[src/rtl/wsync_pkg.sv]
package wsync_pkg;
  typedef enum logic [2:0] {
    CH_DATA    = 3'd0,
    CH_FILL    = 3'd1,
    CH_SPECIAL = 3'd2,
    CH_SYNC    = 3'd3,
    CH_VIOL    = 3'd4
  } chr_kind_t;
endpackage

[src/rtl/wsync_decode.sv]
module wsync_decode
  import wsync_pkg::*;
(
  input  logic [1:0] ctl,
  input  logic       sel,
  input  logic       use_sel,
  output chr_kind_t  kind,
  output logic       start
);
  always_comb begin
    if (use_sel) begin
      start = sel & ctl[0];
      if (!ctl[0])      kind = CH_DATA;
      else if (sel)     kind = CH_SYNC;
      else if (ctl[1])  kind = CH_SPECIAL;
      else              kind = CH_FILL;
    end else begin
      start = &ctl;
      case (ctl)
        2'b00:   kind = CH_DATA;
        2'b01:   kind = CH_FILL;
        2'b10:   kind = CH_SPECIAL;
        default: kind = CH_SYNC;
      endcase
    end
  end
endmodule

[src/rtl/wsync_parity.sv]
module wsync_parity #(
  parameter int DATA_W = 8,
  parameter bit ODD    = 1'b1
) (
  input  logic [DATA_W-1:0] data,
  input  logic              par,
  output logic              ok
);
  generate
    if (ODD) begin : g_odd
      assign ok = ^{data, par};
    end else begin : g_even
      assign ok = ~^{data, par};
    end
  endgenerate
endmodule

[src/rtl/wsync_seq_fsm.sv]
module wsync_seq_fsm
  import wsync_pkg::*;
#(
  parameter int STEPS  = 16,
  localparam int STEP_W = $clog2(STEPS)
) (
  input  logic              clk,
  input  logic              rst,
  input  logic              intr_mode,
  input  logic              chk_en,
  input  logic              par_ok,
  input  logic [1:0]        ctl,
  input  chr_kind_t         dec_kind,
  input  logic              dec_start,
  output chr_kind_t         kind_n,
  output logic [STEP_W-1:0] step_n
);
  localparam logic [STEP_W-1:0] LAST = STEP_W'(STEPS - 1);

  logic              in_seq, in_seq_n;
  logic [STEP_W-1:0] idx, idx_n;
  logic              bad, quiet, advance;

  assign bad     = chk_en & ~par_ok;
  assign quiet   = (ctl == 2'b00);
  assign advance = in_seq & (~intr_mode | (quiet & ~bad));

  always_comb begin
    kind_n   = dec_kind;
    step_n   = '0;
    in_seq_n = 1'b0;
    idx_n    = '0;
    if (advance) begin
      kind_n = CH_SYNC;
      step_n = idx;
      if (idx != LAST) begin
        in_seq_n = 1'b1;
        idx_n    = idx + 1'b1;
      end
    end else if (bad) begin
      kind_n = CH_VIOL;
    end else if (dec_start) begin
      kind_n   = CH_SYNC;
      in_seq_n = 1'b1;
      idx_n    = STEP_W'(1);
    end
  end

  always_ff @(posedge clk) begin
    if (rst) begin
      in_seq <= 1'b0;
      idx    <= '0;
    end else begin
      in_seq <= in_seq_n;
      idx    <= idx_n;
    end
  end
endmodule

[src/rtl/wsync_ctrl.sv]
module wsync_ctrl
  import wsync_pkg::*;
#(
  parameter int DATA_W = 8,
  parameter int STEPS  = 16,
  localparam int STEP_W = $clog2(STEPS)
) (
  input  logic              clk,
  input  logic              rst,
  input  logic              intr_mode_i,
  input  logic              par_chk_i,
  input  logic              sel_enc_i,
  input  logic [1:0]        ctl_i,
  input  logic              sel_i,
  input  logic [DATA_W-1:0] data_i,
  input  logic              par_i,
  output logic [2:0]        kind_o,
  output logic [STEP_W-1:0] step_o,
  output logic [DATA_W-1:0] data_o
);
  chr_kind_t         dec_kind, kind_n;
  logic              dec_start, par_ok;
  logic [STEP_W-1:0] step_n;

  wsync_decode u_dec (
    .ctl     (ctl_i),
    .sel     (sel_i),
    .use_sel (sel_enc_i),
    .kind    (dec_kind),
    .start   (dec_start)
  );

  wsync_parity #(.DATA_W(DATA_W), .ODD(1'b1)) u_par (
    .data (data_i),
    .par  (par_i),
    .ok   (par_ok)
  );

  wsync_seq_fsm #(.STEPS(STEPS)) u_fsm (
    .clk       (clk),
    .rst       (rst),
    .intr_mode (intr_mode_i),
    .chk_en    (par_chk_i),
    .par_ok    (par_ok),
    .ctl       (ctl_i),
    .dec_kind  (dec_kind),
    .dec_start (dec_start),
    .kind_n    (kind_n),
    .step_n    (step_n)
  );

  always_ff @(posedge clk) begin
    if (rst) begin
      kind_o <= CH_FILL;
      step_o <= '0;
      data_o <= '0;
    end else begin
      kind_o <= kind_n;
      step_o <= step_n;
      data_o <= data_i;
    end
  end
endmodule

[config.mk]
export PLATFORM = sky130hd
export DESIGN_NAME = wsync_ctrl
export DESIGN_NICKNAME = d
export VERILOG_FILES = /design/src/rtl/wsync_pkg.sv /design/src/rtl/wsync_decode.sv /design/src/rtl/wsync_parity.sv /design/src/rtl/wsync_seq_fsm.sv /design/src/rtl/wsync_ctrl.sv
export SDC_FILE = /design/constraint.sdc
export NUM_CORES = 1
export LEC_CHECK = 0
export BUFFER_PORTS_ARGS = -buffer_cell sky130_fd_sc_hd__buf_2
export CAP_MARGIN = 0
export CELL_PAD_IN_SITES_DETAIL_PLACEMENT = 1
export CELL_PAD_IN_SITES_GLOBAL_PLACEMENT = 1
export CORE_AREA = 2 2 51 53
export CTS_CLUSTER_SIZE = 30
export DETAILED_ROUTE_END_ITERATION = 8
export DIE_AREA = 0 0 53 55
export PLACE_DENSITY_LB_ADDON = 0.1
export SKIP_CTS_REPAIR_TIMING = 1
export SYNTH_ARGS = -nofsm -noshare
export SYNTH_HDL_FRONTEND = slang
export SYNTH_SLANG_ARGS = --single-unit
export TNS_END_PERCENT = 100
[constraint.sdc]
create_clock -name clk -period 2 [get_ports clk]
set_input_delay 0.3 -clock clk [delete_from_list [all_inputs] [get_ports clk]]
set_output_delay 0.3 -clock clk [all_outputs]
set_load 0.005 [all_outputs]
==> out/results.txt <==
Pre-CTS WS - 0.0914 ns
Status - finished clean
Root Driver - clkbuf_4
CP endpoint kind - flip-flop
Row Count - 18
Crit path required time - 2.22 ns
Number of global-route vias before repair - 604
Ys flop type - dfxtp_1
N_diodes - 0
Pleak - 0.470 nW
IO Count - 32
Cell Pwr Density - 859 mW/mm2
Hold Crit Class - in2reg
FF-to-FF path depth - 3
Final setup fails - 0
Final Hold Viols - 0
Number of synthesized flops with an enable pin - 0
Htree depth - 1
Slew Viols, Final - 0
Critical Path Fanout Max - 7
Kind of critical path - in2reg
Synth Net Count - 88
Post-route cell area - 0.00102 mm2
Rel. slew slack - 74.1%
First-pass GRT wire length - 2570 um
Sequential share of the synthesized area - 51.4%
Synth warn - 0
Final WS setup - 0.404 ns
Clock Latency Late Sink - 0.30 ns
Detailed Place HPWL - 1230 um
Setup TNS - 0 ns
Yosys top cell area share - 51.4%
RePlAce Congestion - 0.709
Ratio of cells with drive above 1 in the final layout - 37.5%
Mean Syn Cell Area - 11.1 um2
Largest net degree at the start of global routing - 15
DRT antenna net count - 0
Clock slew at reported path FFs - 0.12 ns
DIE HEIGHT - 55 um
Starting Density - 32.9%
Reg2reg end - u_fsm.in_seq
Port Buffers - 31
Fin crit share - 79.8%
Longest Clk Path Bufs - 2
Synth cell types - 28
Via-per-instance ratio - 4.58
CP Cell Sequence - buf_2, xor2_1, xnor3_1, mux2i_2, a211o_4, o31ai_2
CP arrival - 1.81 ns
RSZ-0062 raised after global routing - false
Die area - 0.00292 mm2
R2R Setup Slk - 0.90 ns
Critical Path Max Stage Delay - 0.43 ns
Clock sink count - 20
Worst vdd ir - 395 uV
Fillers - 289
Async SR Flop Fraction - 0%
Max Freq - 627 MHz
Post-route minimum period - 1.60 ns
GR Overflow Total - 0
Area contributors post-synth - dfxtp_1 (51%), nor2b_1 (8.0%), xnor3_1 (5.8%)
Starting DRT DRC Count - 2
Register area - 400 um2
Max Clock Skew - 0.0101 ns
Core box area - 0.00236 mm2
Global Route Usage Sum - 12.4%
Vias - 614
Multi-input gate area - 370 um2
Detailed Routing Iterations Pass 1 - 4
Hold-critical path depth - 2
Final #Nets - 123
TritonCTS Buffers - 3
Hold path start - data_i[6]
R2r startpoint - u_fsm.idx[0]
Synth Instances - 70
Residual DRC count - 0
CTS tree - done
Maxcap violations - 0
Layout area overhead - 31.0%
Hold EP - data_o[6]
Cell taking the most area after synthesis - dfxtp_1
Cell Area, Placed - 967 um2
Count of state elements after synthesis - 20
Die width - 53 um
Cell area after synthesis - 778 um2
Initial antenna violation count - 0
Wirelength per Cell - 11.8 um
Worst slew pin tran - 0.381 ns
Buf/Inv on CP - 1
CP top delay family - compound AO/OA/AOI/OAI gates
Drt total wl - 1580 um
Crit start category - input pin
Worst-path cell with the longest stage delay - xnor3_1
## Yosys cell counts (all sizes together), types with 2 or more instances
library cell,count
nor3b,2
nand2,4
and2,3
xnor3,2
xnor2,3
nor2b,10
mux2i,2
dfxtp,20
a21oi,3
nand3b,2
o21ai,4
nor2,2
## per-stage QoR
| step | hold slack [ns] | power, W | std cells | utilization (%) |
|---|---|---|---|---|
| 2_1_floorplan | 0.402 | 0.000509 | 70 | - |
| 3_3_place_gp | 0.483 | 0.000558 | 130 | 40.9 |
| 3_5_place_dp | 0.489 | 0.000560 | 130 | 40.9 |
| 4_1_cts | 0.224 | 0.000891 | 134 | 43.1 |
| 5_1_grt | 0.239 | 0.000913 | 134 | 43.1 |
| 6_report | 0.231 | 0.000876 | 134 | 43.1 |
## per-layer routing
metal	routed length, um	track usage, %
met5	0	0
met4	15	6.41
met3	132	3.23
met2	776	21.9
met1	656	13.8
## cells in the final DEF (no fill, tap or decap)
cell	Yosys	layout
a211o_4	1	1
a211oi_1	1	1
a21o_1	1	1
a21oi_1	3	3
and2_1	3	3
and3_1	1	1
buf_2	0	31
bufinv_16	0	1
clkbuf_4	0	3
dfxtp_1	20	20
ha_1	1	1
inv_1	1	1
mux2i_1	1	1
mux2i_2	1	1
nand2_1	4	4
nand2b_1	1	1
nand3b_1	2	2
nand4b_1	1	1
nor2_1	2	2
nor2b_1	10	10
nor3_1	1	1
nor3b_1	1	1
nor3b_2	1	1
o21ai_0	3	3
o21ai_1	1	1
o31ai_2	1	1
o41ai_1	1	1
xnor2_1	3	3
xnor3_1	2	2
xor2_1	1	1
## logic make-up (layout without fill, tap and decap cells)
| kind of cell | after synthesis | in the layout | synth area share (%) |
|---|---|---|---|
| multiplexers | 2 | 2 | 3.05 |
| adder cells (fa/ha/maj) | 1 | 1 | 1.61 |
| XOR/XNOR | 6 | 6 | 10.3 |
| buffers and inverters | 2 | 36 | 0.964 |
| AND/OR/NAND/NOR | 27 | 27 | 21.2 |
| AO/OA/AOI/OAI | 12 | 12 | 11.4 |
| flip-flops | 20 | 20 | 51.4 |
## registers in the layout, indices dropped and copies added, names as in the netlist
register      cells
data_o            8
step_o            4
u_fsm.idx         4
kind_o            3
u_fsm.in_seq      1
## report_power, final
| group | internal, W | total (W) | switching (W) |
|---|---|---|---|
| registers | 0.000419 | 0.000427 | 0.00000778 |
| clock network | 0.000202 | 0.000327 | 0.000125 |
| logic | 0.0000681 | 0.000123 | 0.0000544 |
| total | 0.000689 | 0.000876 | 0.000187 |
## how the worst max path moves through the flow
stage / start / endpoint / slack (ns) / cells past startpoint
floorplan: data_i[6] / u_fsm.idx[0] / 0.30 / 5
global placement: data_i[3] / u_fsm.idx[0] / 0.1 / 6
detailed placement: data_i[3] / u_fsm.idx[0] / 0.09 / 6
CTS: data_i[1] / u_fsm.idx[0] / 0.41 / 6
global route: data_i[1] / u_fsm.idx[0] / 0.33 / 6
finish: data_i[1] / u_fsm.idx[0] / 0.40 / 6
## layout make-up
cell class                 count  share of cell area (%)
clock inverter                 1                    2.94
timing repair buffer          31                    15.2
inverter                       1                   0.368
multi-input combinational     48                    36.3
clock buffer                   3                    2.21
sequential                    20                    39.3
tap                           30                    3.68
No activity file was read; power rests on OpenSTA's default activity.
